**src/rtl/wdt_pkg.sv**
```systemverilog
package wdt_pkg;
  typedef enum logic [3:0] {
    A_RELOAD  = 4'd0,
    A_DIN     = 4'd1,
    A_DOUT    = 4'd2,
    A_STAT1   = 4'd3,
    A_STAT2   = 4'd4,
    A_CTRL1   = 4'd5,
    A_CTRL2   = 4'd6,
    A_MSG1    = 4'd7,
    A_MSG2    = 4'd8,
    A_WDCNT   = 4'd9,
    A_TIMEOUT = 4'd10,
    A_SWIRQ   = 4'd11
  } wdt_addr_e;

  localparam int S1_TIMEOUT = 0;
  localparam int S1_SWSMI   = 1;
  localparam int S1_DOUT    = 2;
  localparam int S2_SECOND  = 0;
  localparam int S2_BOOT    = 1;
  localparam int C1_HALT    = 0;
  localparam int C1_LOCK    = 1;
endpackage

```
**src/rtl/wdt_prescale.sv**
```systemverilog
module wdt_prescale #(
  parameter int DIV = 4
) (
  input  logic clk,
  input  logic rst,
  output logic tick
);
  localparam int PW = (DIV > 1) ? $clog2(DIV) : 1;
  localparam logic [PW-1:0] LAST = PW'(DIV - 1);

  logic [PW-1:0] pre_q;

  assign tick = (pre_q == LAST);

  always_ff @(posedge clk) begin
    if (rst) pre_q <= '0;
    else if (tick) pre_q <= '0;
    else pre_q <= pre_q + 1'b1;
  end

  AST_TICK_SPACING: assert property (@(posedge clk) disable iff (rst)
    tick |=> !tick);
endmodule

```
**src/rtl/wdt_core.sv**
```systemverilog
module wdt_core #(
  parameter int TW = 16
) (
  input  logic          clk,
  input  logic          rst,
  input  logic          tick,
  input  logic [TW-1:0] tmr,
  input  logic          start,
  input  logic          stop,
  input  logic          clr_consec,
  input  logic          inhibit,
  output logic [TW-1:0] cnt,
  output logic          running,
  output logic          expire,
  output logic          second,
  output logic          kill
);
  logic consec;

  assign expire = running && tick && (cnt <= TW'(1)) && !start && !stop;
  assign second = expire && consec;
  assign kill   = second && !inhibit;

  always_ff @(posedge clk) begin
    if (rst) begin
      cnt     <= '0;
      running <= 1'b0;
      consec  <= 1'b0;
    end else begin
      if (start) begin
        cnt     <= tmr;
        running <= 1'b1;
      end else if (stop) begin
        running <= 1'b0;
      end else if (expire) begin
        if (kill) begin
          running <= 1'b0;
          cnt     <= '0;
        end else begin
          cnt <= tmr;
        end
      end else if (running && tick) begin
        cnt <= cnt - 1'b1;
      end
      if (clr_consec) consec <= 1'b0;
      else if (expire) consec <= !consec;
    end
  end

  AST_START_NEEDS_TIMEOUT: assert property (@(posedge clk) disable iff (rst)
    $rose(running) |-> ($past(tmr) > TW'(1)));
  AST_RELOAD_ON_EXPIRY: assert property (@(posedge clk) disable iff (rst)
    (expire && !kill) |=> (running && cnt == $past(tmr)));
endmodule

```
**src/rtl/wdt_regs.sv**
```systemverilog
module wdt_regs #(
  parameter int PRESCALE = 4,
  parameter int AW       = 4,
  parameter int DW       = 16
) (
  input  logic          clk,
  input  logic          rst,
  input  logic [AW-1:0] reg_addr,
  input  logic          reg_wr,
  input  logic [DW-1:0] reg_wdata,
  output logic [DW-1:0] reg_rdata,
  input  logic          smi_enable,
  input  logic          strap_inhibit,
  input  logic          reboot_inhibit,
  output logic          smi_req,
  output logic          reboot_req
);
  import wdt_pkg::*;

  localparam logic [DW-1:0] S1_MASK   = DW'(16'h0007);
  localparam logic [DW-1:0] S2_MASK   = DW'(16'h0003);
  localparam logic [DW-1:0] C1_MASK   = DW'(16'h0003);
  localparam logic [DW-1:0] C2_RESET  = DW'(16'h0008);
  localparam logic [DW-1:0] TMR_RESET = DW'(16'h0004);

  logic [DW-1:0] rld_q, stat1_q, stat2_q, ctrl1_q, ctrl2_q, tmr_q;
  logic [7:0]    din_q, dout_q, msg1_q, msg2_q, wdcnt_q, swirq_q;
  logic [DW-1:0] cnt, ctrl1_new, stat1_nx, stat2_nx;
  logic          tick, running, expire, second, kill;
  logic          wr_rld, wr_c1, wr_din, wr_dout, run_now, run_new;
  logic          start, stop;

  assign wr_rld    = reg_wr && (reg_addr == AW'(A_RELOAD));
  assign wr_c1     = reg_wr && (reg_addr == AW'(A_CTRL1));
  assign wr_din    = reg_wr && (reg_addr == AW'(A_DIN));
  assign wr_dout   = reg_wr && (reg_addr == AW'(A_DOUT));
  assign ctrl1_new = (reg_wdata & C1_MASK) | (ctrl1_q & (DW'(1) << C1_LOCK));
  assign run_now   = !ctrl1_q[C1_HALT] && (tmr_q > DW'(1));
  assign run_new   = !ctrl1_new[C1_HALT] && (tmr_q > DW'(1));
  assign start     = (wr_rld && run_now) || (wr_c1 && run_new);
  assign stop      = wr_c1 && !run_new;

  wdt_prescale #(.DIV(PRESCALE)) u_pre (.clk(clk), .rst(rst), .tick(tick));

  wdt_core #(.TW(DW)) u_core (
    .clk(clk), .rst(rst), .tick(tick), .tmr(tmr_q),
    .start(start), .stop(stop), .clr_consec(wr_rld),
    .inhibit(strap_inhibit || reboot_inhibit),
    .cnt(cnt), .running(running), .expire(expire),
    .second(second), .kill(kill)
  );

  always_comb begin
    stat1_nx = stat1_q;
    stat2_nx = stat2_q;
    if (reg_wr && reg_addr == AW'(A_STAT1)) stat1_nx = reg_wdata & S1_MASK;
    if (reg_wr && reg_addr == AW'(A_STAT2)) stat2_nx = reg_wdata & S2_MASK;
    if (wr_din)  stat1_nx[S1_SWSMI] = 1'b1;
    if (wr_dout) stat1_nx[S1_DOUT]  = 1'b1;
    if (expire)  stat1_nx[S1_TIMEOUT] = 1'b1;
    if (second) begin
      stat2_nx[S2_SECOND] = 1'b1;
      stat2_nx[S2_BOOT]   = 1'b1;
    end
  end

  always_ff @(posedge clk) begin
    if (rst) begin
      rld_q <= '0; stat1_q <= '0; stat2_q <= '0; ctrl1_q <= '0;
      ctrl2_q <= C2_RESET; tmr_q <= TMR_RESET;
      din_q <= '0; dout_q <= '0; msg1_q <= '0; msg2_q <= '0;
      wdcnt_q <= '0; swirq_q <= 8'h03;
      smi_req <= 1'b0; reboot_req <= 1'b0;
    end else begin
      stat1_q <= stat1_nx;
      stat2_q <= stat2_nx;
      if (reg_wr) begin
        case (reg_addr)
          AW'(A_RELOAD):  rld_q   <= run_now ? tmr_q : reg_wdata;
          AW'(A_DIN):     din_q   <= reg_wdata[7:0];
          AW'(A_DOUT):    dout_q  <= reg_wdata[7:0];
          AW'(A_CTRL1): begin
            ctrl1_q <= ctrl1_new;
            if (run_new) rld_q <= tmr_q;
          end
          AW'(A_CTRL2):   ctrl2_q <= reg_wdata;
          AW'(A_MSG1):    msg1_q  <= reg_wdata[7:0];
          AW'(A_MSG2):    msg2_q  <= reg_wdata[7:0];
          AW'(A_WDCNT):   wdcnt_q <= reg_wdata[7:0];
          AW'(A_TIMEOUT): tmr_q   <= reg_wdata;
          AW'(A_SWIRQ):   swirq_q <= reg_wdata[7:0];
          default: ;
        endcase
      end
      if (expire) rld_q <= kill ? '0 : tmr_q;
      smi_req    <= wr_din || (expire && !kill && smi_enable);
      reboot_req <= kill;
    end
  end

  always_ff @(posedge clk) begin
    if (rst) reg_rdata <= '0;
    else begin
      case (reg_addr)
        AW'(A_RELOAD):  reg_rdata <= running ? cnt : rld_q;
        AW'(A_DIN):     reg_rdata <= DW'(din_q);
        AW'(A_DOUT):    reg_rdata <= DW'(dout_q);
        AW'(A_STAT1):   reg_rdata <= stat1_q;
        AW'(A_STAT2):   reg_rdata <= stat2_q;
        AW'(A_CTRL1):   reg_rdata <= ctrl1_q;
        AW'(A_CTRL2):   reg_rdata <= ctrl2_q;
        AW'(A_MSG1):    reg_rdata <= DW'(msg1_q);
        AW'(A_MSG2):    reg_rdata <= DW'(msg2_q);
        AW'(A_WDCNT):   reg_rdata <= DW'(wdcnt_q);
        AW'(A_TIMEOUT): reg_rdata <= tmr_q;
        AW'(A_SWIRQ):   reg_rdata <= DW'(swirq_q);
        default:        reg_rdata <= '0;
      endcase
    end
  end

  AST_REBOOT_STOPS: assert property (@(posedge clk) disable iff (rst)
    reboot_req |-> !running);
  AST_REBOOT_SINGLE: assert property (@(posedge clk) disable iff (rst)
    reboot_req |=> !reboot_req);
  AST_LOCK_STICKY: assert property (@(posedge clk) disable iff (rst)
    $past(ctrl1_q[C1_LOCK]) |-> ctrl1_q[C1_LOCK]);
  AST_SECOND_FLAGS: assert property (@(posedge clk) disable iff (rst)
    second |=> (stat2_q[S2_SECOND] && stat2_q[S2_BOOT]));
endmodule

```
**config.mk**
```make
export PLATFORM = sky130hd
export DESIGN_NAME = wdt_regs
export DESIGN_NICKNAME = d
export VERILOG_FILES = /design/src/rtl/wdt_pkg.sv /design/src/rtl/wdt_prescale.sv /design/src/rtl/wdt_core.sv /design/src/rtl/wdt_regs.sv
export SDC_FILE = /design/constraint.sdc
export NUM_CORES = 1
export LEC_CHECK = 0
export BUFFER_PORTS_ARGS = -buffer_cell sky130_fd_sc_hd__buf_4
export CELL_PAD_IN_SITES_DETAIL_PLACEMENT = 1
export CELL_PAD_IN_SITES_GLOBAL_PLACEMENT = 2
export CORE_MARGIN = 2
export CORE_UTILIZATION = 35
export CTS_CLUSTER_SIZE = 10
export DETAILED_ROUTE_END_ITERATION = 16
export PLACE_DENSITY = 0.76
export SYNTH_ARGS = -nofsm -noshare
export SYNTH_HDL_FRONTEND = slang
export SYNTH_SLANG_ARGS = --single-unit
```
**constraint.sdc**
```tcl
create_clock -name clk -period 4.53 [get_ports clk]
set_clock_uncertainty 0.05 [all_clocks]
set_input_delay 0.2265 -clock clk [delete_from_list [all_inputs] [get_ports clk]]
set_output_delay 0.2265 -clock clk [all_outputs]
set_load 0.02 [all_outputs]
```
==> impl_metrics.csv, run 1 <==
group,metric,value,unit
critical_path,cp-end-kind,"register",
sta,hold_ws,0.0130,ns
synthesis,synth_compound_area_frac,0.228,
drt,ant_nets,0,
sta,fmaxAchievable,340,MHz
critical_path,required,4.80,ns
critical_path,crit_chain,"or4_1, nor2_1, and4_1, nor2_2, a32o_1, a32o_1",
drt,dr_wl_met3,1.20,mm
clocking,cts.sinks,141,
drt,dr_total_vias,6528,
sta,tns,0,ns
grt,grt_overflow_total,0,
sta,period_needed,2.94,ns
placement,place_inst,1086,
synthesis,synth-seq-cells,141,
drt,wl,25.5,mm
sta,slew_headroom,0.119,
synthesis,synthMuxAreaShare,0.0904,
synthesis,synth_cells,841,
drt,highest_layer,"met4",
layout,num_antenna_cells,0,
power_and_ir_drop,leakagePower,3.03,nW
critical_path,worst-path-max-fanout,14,
sta,setup_viol,0,
drt,dr_wl_met2,12.5,mm
clocking,postCtsSetupRepairBufs,0,
layout,final_nets,869,
sta,rsz0062_at_grt,"no",
clocking,cts_tree,"done",
drt,dr.pass1.iters,5,
placement,place_congestion,0.930,
critical_path,path_class,"register to register",
synthesis,synth_fa_ha_area_frac,0.00548,
floorplanning,die_h,144,um
outcome,status,"completed",
power_and_ir_drop,p_int,2.23,mW
grt,grt_pass1_vias,6787,
power_and_ir_drop,p_per_area,382,nW/um^2
placement,io_buffers,43,
critical_path,cp_slowest_cell,"or4_1",
critical_path,critPathBufInv,0,
floorplanning,fp.dieW,144,um
layout,final_cells,1118,
layout,final_cell_mix,"159 x nand2_1, 141 x dfxtp_1, 82 x a21oi_1, 70 x nor2_1, 54 x mux2i_1",
grt,grt_max_degree,95,
floorplanning,core_area,19300,sq um
clocking,cts-resized-gates,0,
critical_path,crit_family,"simple AND/OR/NAND/NOR gates",
drt,drt-met1-wl,11.0,mm
clocking,clk_pin_slew_worst_paths,0.06,ns
placement,hpwl,17.5,mm
synthesis,seq_area_frac_synth,0.412,
synthesis,synth_nets,870,
power_and_ir_drop,switching_share,0.258,
synthesis,yosys_most_used_dff,"dfxtp_1",
job,drv_cap,0,
sta,drv_slew,0,
power_and_ir_drop,power_frac_clock,0.480,
critical_path,cp_common_cell,"a32o_1",
grt,antenna_found_initial,0,
synthesis,synth.avg_cell_area,8.15,sq um
drt,wire_per_inst,22.8,um
min_path,hp-class,"primary input to register",
clocking,cts.path.max_buffers,2,
drt,via_per_inst,5.84,
layout,final_common_cell,"nand2_1",
placement,post-place-ws,1.65,ns
grt,grt_pass1_wl,39.6,mm
layout,area_growth,14.7,%
floorplanning,dieArea,20700,sq um
sta,finalCritPeriodShare,0.650,
synthesis,yosysWarnings,0,
synthesis,synth_top_family_by_area,"compound AO/OA/AOI/OAI gates",
power_and_ir_drop,seqPwrFrac,0.429,
critical_path,cpPeakStageDelay,0.72,ns
layout,n_fill_cell,2324,
synthesis,syn-cell-area,6850,sq um
grt,grtUsageTotal,0.257,
critical_path,crit_arrival,3.22,ns
power_and_ir_drop,combPwrFrac,0.091,
sta,hold_viol,0,
clocking,numCtsBuffers,17,
synthesis,async_reset_ff_frac,0,
layout,layout-drive-gt1-share,0.116,
clocking,hold_buffers,0,
floorplanning,io_pins,44,
sta,worstMarginPinSlew,1.32,ns
drt,drcViolationCount,0,
drt,drt_iter0_markers,391,
clocking,root_buffer,"clkbuf_16",
power_and_ir_drop,switching_power,0.774,mW
power_and_ir_drop,irDropWorstVdd,0.000235,V
synthesis,synth-simple-area-share,0.211,
clocking,insertion_delay,0.44,ns
floorplanning,rows,51,
synthesis,synth_edf_count,0,
clocking,ctsHtreeMaxLevel,4,
synthesis,synthXorXnorAreaFrac,0.00639,
critical_path,critPathLaunchType,"register",
floorplanning,initial_utilization,0.354,
sta,setup_slack,1.59,ns
synthesis,ys_types,65,
-- worst reg2reg max path: cells and delay by family (launching register included) --
family           cells  cell delay [ns]
flip-flops           1             0.40
AND/OR/NAND/NOR      4             1.88
AO/OA/AOI/OAI        2             0.52
-- flip-flops by register name, summed over array words and instances, names as in the netlist, 3 cells and up --
register and flops:
din_q 8, msg1_q 8, ctrl2_q 16, tmr_q 16
dout_q 8, wdcnt_q 8, msg2_q 8, rld_q 16
swirq_q 8, reg_rdata 16, stat1_q 3, u_core.cnt 16
-- layout make-up --
class                           instances  area [sq um]  area share
Multi-Input combinational cell        624          3710       0.472
Sequential cell                       141          2820       0.359
Clock buffer                           20           437      0.0555
Timing Repair Buffer                   51           383      0.0487
Tap cell                              265           332      0.0422
Clock inverter                         12           161      0.0205
Inverter                                5          18.8     0.00239
-- stage by stage --
step | total power [mW] | instance area (sq um) | util
after floorplan | 1.49 | 6850 | -
after global placement | 1.58 | 7260 | 0.376
after detailed placement | 1.58 | 7260 | 0.376
after CTS | 3.02 | 7860 | 0.407
after global routing | 3.11 | 7860 | 0.407
final | 3.00 | 7860 | 0.407
-- power by group through the flow --
stage / combinational (mW) / clock [mW] / sequential [mW]
6_report: 0.272 / 1.44 / 1.29
3_3_place_gp: 0.265 / 0 / 1.31
5_1_grt: 0.297 / 1.52 / 1.29
4_1_cts: 0.271 / 1.46 / 1.29
3_5_place_dp: 0.270 / 0 / 1.31
2_1_floorplan: 0.180 / 0 / 1.31
-- cells in the mapped netlist, drive strengths merged, types with 11 or more instances --
library cell	count	area (sq um)
nand2	159	597
a221oi	12	105
nor3	16	90.1
o21ai	46	234
o211a	15	150
a21oi	82	410
mux2i	54	541
nor2	73	287
dfxtp	141	2820
buf	22	119
o211ai	17	133
clkbuf	49	184
nor4	11	68.8
nand3	23	115
-- per-layer routing --
| layer | global-route usage | vias to the layer above |
|---|---|---|
| li1 | - | 3006 |
| met1 | 0.309 | 3267 |
| met2 | 0.448 | 195 |
| met3 | 0.0580 | 60 |
| met4 | 0.0970 | 0 |
| met5 | 0 | - |
-- final timing paths --
path | from | end | slack, ns | cells after the start
worst min-delay path | reg_wdata[15] | tmr_q[15] | 0.01 | 3
worst min register to register | u_pre.pre_q[0] | u_pre.pre_q[0] | 0.38 | 1
worst max register to register | u_core.cnt[6] | u_core.cnt[2] | 1.59 | 6
worst max-delay path | u_core.cnt[6] | u_core.cnt[2] | 1.59 | 6
-- logic make-up (layout without fill, tap and decap cells) --
group,after synthesis,count (layout)
and+or+nand+nor,322,322
AOI/OAI and AO/OA,234,234
DFF,141,141
buffers and inverters,76,88
muxes,60,60
xor gates and xnor gates,5,5
adders and majority gates,3,3
(Power assumes the default switching activity.)
==> run 2: changes to the inputs <==
--- a/config.mk
+++ b/config.mk
@@ -9,10 +9,10 @@
 export CELL_PAD_IN_SITES_DETAIL_PLACEMENT = 1
 export CELL_PAD_IN_SITES_GLOBAL_PLACEMENT = 2
 export CORE_MARGIN = 2
-export CORE_UTILIZATION = 35
+export CORE_UTILIZATION = 33
 export CTS_CLUSTER_SIZE = 10
 export DETAILED_ROUTE_END_ITERATION = 16
-export PLACE_DENSITY = 0.76
+export PLACE_DENSITY = 0.75
 export SYNTH_ARGS = -nofsm -noshare
 export SYNTH_HDL_FRONTEND = slang
 export SYNTH_SLANG_ARGS = --single-unit
==> constraint.sdc (replaced) <==
create_clock -name clk -period 2.4 [get_ports clk]
set_clock_uncertainty 0.05 [all_clocks]
set_input_delay 0.12 -clock clk [delete_from_list [all_inputs] [get_ports clk]]
set_output_delay 0.12 -clock clk [all_outputs]
set_load 0.02 [all_outputs]
==> run 2 against run 1 <==
Non-clock buffer count is 76 higher. Critical path type unchanged. Worst setup slack got worse by 1.5 ns. Die area increased by 5.9%. Utilization grew 1.6 points. Largest power group unchanged. Highest routed layer unchanged.
==> impl_metrics.csv, run 2 (synthesized netlist as in run 1, its figures left out) <==
group,metric,value,unit
outcome,status,"completed",
critical_path,worst-path-max-fanout,8,
critical_path,rr_startpoint,"u_core.cnt[0]",
clocking,cts.sinks,141,
placement,post-place-ws,0.0418,ns
drt,via_per_inst,5.74,
sta,slew_headroom,0.399,
floorplanning,io_pins,44,
critical_path,critPathLaunchType,"register",
floorplanning,die_h,148,um
sta,drv_slew,0,
floorplanning,rows,52,
floorplanning,dieArea,21900,sq um
layout,area_growth,25.3,%
floorplanning,fp.dieW,148,um
sta,hold_viol,0,
drt,wire_per_inst,22.8,um
clocking,ctsHtreeMaxLevel,4,
grt,grt_overflow_total,0,
grt,grt_pass1_wl,42.4,mm
critical_path,required,2.73,ns
drt,dr.pass1.iters,5,
critical_path,crit_arrival,2.64,ns
power_and_ir_drop,leakagePower,3.42,nW
critical_path,rr_worst_depth,8,
grt,grt_pass1_vias,7070,
drt,wl,27.3,mm
drt,drcViolationCount,0,
critical_path,ff2ff_setup_slack,0.08,ns
power_and_ir_drop,finalPower,5.97,mW
sta,period_needed,2.32,ns
sta,setup_slack,0.0844,ns
sta,finalCritPeriodShare,0.965,
drt,dr_total_vias,6881,
drt,drt_iter0_markers,424,
layout,num_antenna_cells,0,
placement,hpwl,19.3,mm
critical_path,r2r-end,"u_core.cnt[14]",
sta,worstMarginPinSlew,0.901,ns
floorplanning,initial_utilization,0.338,
critical_path,path_class,"register to register",
layout,regArea,2820,sq um
min_path,hp-class,"primary input to register",
clocking,cts.path.max_buffers,2,
critical_path,cp-end-kind,"register",
placement,io_buffers,43,
grt,antenna_found_initial,0,
layout,final_common_cell,"nand2_1",
layout,n_fill_cell,2430,
power_and_ir_drop,p_per_area,695,nW/um^2
drt,ant_nets,0,
power_and_ir_drop,irDropWorstVdd,0.000470,V
floorplanning,core_area,20300,sq um
sta,fmaxAchievable,432,MHz
clocking,clk_pin_slew_worst_paths,0.07,ns
clocking,cts_tree,"done",
sta,rsz0062_at_grt,"no",
layout,final_nets,945,
grt,grt_max_degree,75,
clocking,numCtsBuffers,17,
layout,layout-drive-gt1-share,0.180,
min_path,min-delay-start,"reg_wdata[0]",
sta,setup_viol,0,
job,drv_cap,0,
grt,grtUsageTotal,0.254,
min_path,hold_path_end,"msg1_q[0]",
min_path,min_path_cells,3,
layout,final_cell_mix,"159 x nand2_1, 141 x dfxtp_1, 108 x buf_4, 81 x a21oi_1, 69 x nor2_1",
placement,place_congestion,0.928,
clocking,root_buffer,"clkbuf_16",
layout,multi_input_comb_area,3730,sq um
clocking,insertion_delay,0.43,ns
sta,tns,0,ns
run 2: cell count changes in the layout (fill, tap and decap cells not counted), sizes merged:
cell and delta:
bufinv +1, clkinv -3, clkinvlp +2, dlygate4sd3 +16
inv +2, clkbuf -2, buf +60
run 2: worst max path at each step:
| stage | from | end | slack, ns | depth (start not counted) |
|---|---|---|---|---|
| 2_1_floorplan | u_core.cnt[6] | u_core.cnt[2] | 0.25 | 8 |
| 3_3_place_gp | tmr_q[7] | u_core.cnt[7] | 0.08 | 7 |
| 3_5_place_dp | u_core.cnt[8] | rld_q[15] | 0.04 | 6 |
| 4_1_cts | tmr_q[7] | u_core.cnt[5] | 0.07 | 8 |
| 5_1_grt | u_core.cnt[2] | u_core.cnt[15] | 0.001 | 7 |
| 6_report | u_core.cnt[0] | u_core.cnt[14] | 0.08 | 8 |
run 2: area by class of cell:
type | count | share of cell area
repair buffers | 127 | 0.120
flip-flops and latches | 141 | 0.329
inverters | 5 | 0.00219
clock inverters | 14 | 0.0245
clock buffers | 18 | 0.0500
well taps | 270 | 0.0394
multi-input cells | 624 | 0.435
run 2: timing repair:
action                     CTS  global route
cloned                       0             0
pin swaps                    1             1
hold endpoints to repair    55             0
setup buffers                1             1
hold buffers                16             0
resized for setup            0             8
setup endpoints to repair    1             8
run 2: critical path, stage by stage (launching register included):
cell and delay (ns):
dfxtp_1 0.48, inv_1 0.13, ha_1 0.24, buf_4 0.17, o211ai_1 0.30, nor2_1 0.15
or4_1 0.49, nand3_1 0.10, a31o_2 0.15
run 2: per-layer routing:
metal	wire length [um]	track usage	part of all wire
met5	0	0	0
met4	910	0.0952	0.033
met3	1030	0.0433	0.038
met2	13600	0.436	0.50
met1	11800	0.320	0.43
run 2: through the flow:
step | hold slack, ns | utilization | instance area [sq um] | instances
final | 0.0172 | 0.423 | 8580 | 1199
after CTS | 0.00603 | 0.421 | 8550 | 1198
after detailed placement | 0.356 | 0.381 | 7730 | 1149
after global placement | 0.353 | 0.381 | 7730 | 1149
after floorplan | 0.206 | - | 6850 | 841
after global routing | 0.0135 | 0.423 | 8580 | 1199
run 2: report_power, final:
part	internal (mW)	switching, mW
clock network	1.77	1.16
registers	2.39	0.0351
logic	0.235	0.386
==> run 3: changes to the inputs <==
--- a/config.mk
+++ b/config.mk
@@ -8,6 +8,7 @@
 export BUFFER_PORTS_ARGS = -buffer_cell sky130_fd_sc_hd__buf_4
 export CELL_PAD_IN_SITES_DETAIL_PLACEMENT = 1
 export CELL_PAD_IN_SITES_GLOBAL_PLACEMENT = 2
+export CORE_ASPECT_RATIO = 1.1
 export CORE_MARGIN = 2
 export CORE_UTILIZATION = 33
 export CTS_CLUSTER_SIZE = 10
==> run 3 against run 2 <==
Die area hardly changed. Count of clock-buffer cells in the layout stayed put. Hold slack better by 0.099 ns. Clock power is 9.6% lower. Flip-flop and latch count stayed put. Utilization is 1.0 points lower. Maximum frequency is 1.5% higher. Worst setup slack better by 0.034 ns. Sequential share of layout area is 0.47 points higher. Global-route usage is 0.31 points lower. Via count is 1.0% lower. Critical endpoint is now u_core.cnt[15].
==> impl_metrics.csv, run 3 (synthesized netlist as in run 1, its figures left out) <==
group,metric,value,unit
power_and_ir_drop,p_per_area,672,nW/um^2
critical_path,worst-path-max-fanout,13,
clocking,ctsHtreeMaxLevel,4,
critical_path,crit_family,"simple AND/OR/NAND/NOR gates",
critical_path,crit_chain,"nor4_1, and4_4, a21o_1, or2b_4, a2111oi_0, nor3_1",
critical_path,path_class,"register to register",
critical_path,r2r-end,"u_core.cnt[15]",
placement,place_inst,1132,
sta,slew_headroom,0.557,
drt,ant_nets,0,
layout,fin_util,0.413,
critical_path,rr_worst_depth,6,
critical_path,ff2ff_setup_slack,0.12,ns
grt,grt_max_degree,50,
drt,dr.pass1.iters,5,
grt,antenna_found_initial,0,
layout,multi_input_comb_area,3730,sq um
sta,drv_slew,0,
placement,place_congestion,0.885,
critical_path,critPathLaunch,"tmr_q[7]",
layout,area_growth,23.5,%
outcome,status,"completed",
grt,grtUsageTotal,0.251,
sta,finalCritPeriodShare,0.951,
critical_path,required,2.65,ns
sta,rsz0062_at_grt,"no",
power_and_ir_drop,irDropWorstVdd,0.000496,V
critical_path,cp-end-kind,"register",
grt,grt_overflow_total,0,
drt,wire_per_inst,22.9,um
floorplanning,rows,55,
critical_path,crit_arrival,2.54,ns
sta,setup_viol,0,
critical_path,cp_num_cells,6,
grt,grt_pass1_vias,7012,
layout,num_antenna_cells,0,
clocking,postCtsSetupRepairBufs,0,
layout,final_cell_mix,"159 x nand2_1, 141 x dfxtp_1, 103 x buf_4, 81 x a21oi_1, 69 x nor2_1",
floorplanning,io_pins,44,
placement,io_buffers,43,
drt,drcViolationCount,0,
grt,grt_pass1_wl,41.6,mm
drt,via_per_inst,5.77,
sta,tns,0,ns
critical_path,critPathBufInv,0,
drt,wl,27.0,mm
floorplanning,dieArea,21900,sq um
critical_path,critPathLaunchType,"register",
clocking,root_buffer,"clkbuf_16",
critical_path,cpPeakStageDelay,0.41,ns
layout,final_nets,940,
floorplanning,core_area,20500,sq um
critical_path,rr_startpoint,"tmr_q[7]",
layout,regArea,2820,sq um
layout,layout-drive-gt1-share,0.174,
layout,n_fill_cell,2436,
placement,post-place-ws,0.0926,ns
layout,final_cells,1180,
critical_path,cp-endpoint,"u_core.cnt[15]",
clocking,cts.path.max_buffers,2,
clocking,clk_pin_slew_worst_paths,0.07,ns
sta,setup_slack,0.118,ns
drt,dr_total_vias,6810,
sta,fmaxAchievable,438,MHz
min_path,hp-class,"primary input to register",
placement,hpwl,19.5,mm
floorplanning,die_h,155,um
job,drv_cap,0,
clocking,insertion_delay,0.43,ns
sta,hold_viol,0,
clocking,numCtsBuffers,17,
floorplanning,fp.dieW,141,um
critical_path,cp_slowest_cell,"a2111oi_0",
sta,period_needed,2.28,ns
power_and_ir_drop,leakagePower,3.38,nW
layout,final_common_cell,"nand2_1",
clocking,cts_tree,"done",
drt,drt_iter0_markers,390,
floorplanning,initial_utilization,0.334,
sta,worstMarginPinSlew,0.663,ns
clocking,cts.sinks,141,
sta,hold_ws,0.116,ns
## run 3: cell types whose count changed in the layout (fill, tap and decap cells not counted), sizes merged
cell / delta
bufinv: -3
clkinv: -2
inv: +5
buf: -5
## run 3: final cells by class
| cell class | count | area share |
|---|---|---|
| well taps | 256 | 0.0379 |
| flip-flops and latches | 141 | 0.334 |
| multi-input cells | 624 | 0.441 |
| repair buffers | 122 | 0.117 |
| clock inverters | 14 | 0.0176 |
| clock buffers | 18 | 0.0507 |
| inverters | 5 | 0.00222 |
## run 3: routing by layer
layer  routed length, um  global-route usage  part of all wire
met1               11300               0.303              0.42
met2               13300               0.427              0.49
met3                1170              0.0428             0.043
met4                1350               0.133             0.050
met5                   0                   0                 0
## run 3: worst min-delay path, delay by kind of cell
kind	cells	cell delay [ns]
simple gates	2	0.20
buf+inv	2	0.22
## run 3: how the worst min path moves through the flow
stage | startpoint | to | slack [ns] | cells after the start
5_1_grt | strap_inhibit | reboot_req | 0.14 | 4
3_5_place_dp | smi_enable | smi_req | 0.32 | 3
6_report | strap_inhibit | reboot_req | 0.12 | 4
4_1_cts | strap_inhibit | reboot_req | 0.11 | 4
2_1_floorplan | reg_wdata[10] | ctrl2_q[10] | 0.21 | 2
3_3_place_gp | smi_enable | smi_req | 0.31 | 3
## run 3: metrics by stage
stage | power [mW] | cell area, sq um
after global routing | 5.87 | 8460
after global placement | 3.05 | 7700
after CTS | 5.71 | 8440
after detailed placement | 3.05 | 7700
after floorplan | 2.80 | 6850
final | 5.68 | 8460
## run 3: timing repair
action	CTS	global route
resized for setup	0	6
endpoints found under the setup margin	0	27
hold buffers	16	0
hold endpoints to repair	46	0
## run 3: power breakdown
group | total (mW) | internal (mW) | switching, mW
logic | 0.613 | 0.231 | 0.383
registers | 2.42 | 2.38 | 0.0330
clock network | 2.65 | 1.47 | 1.18
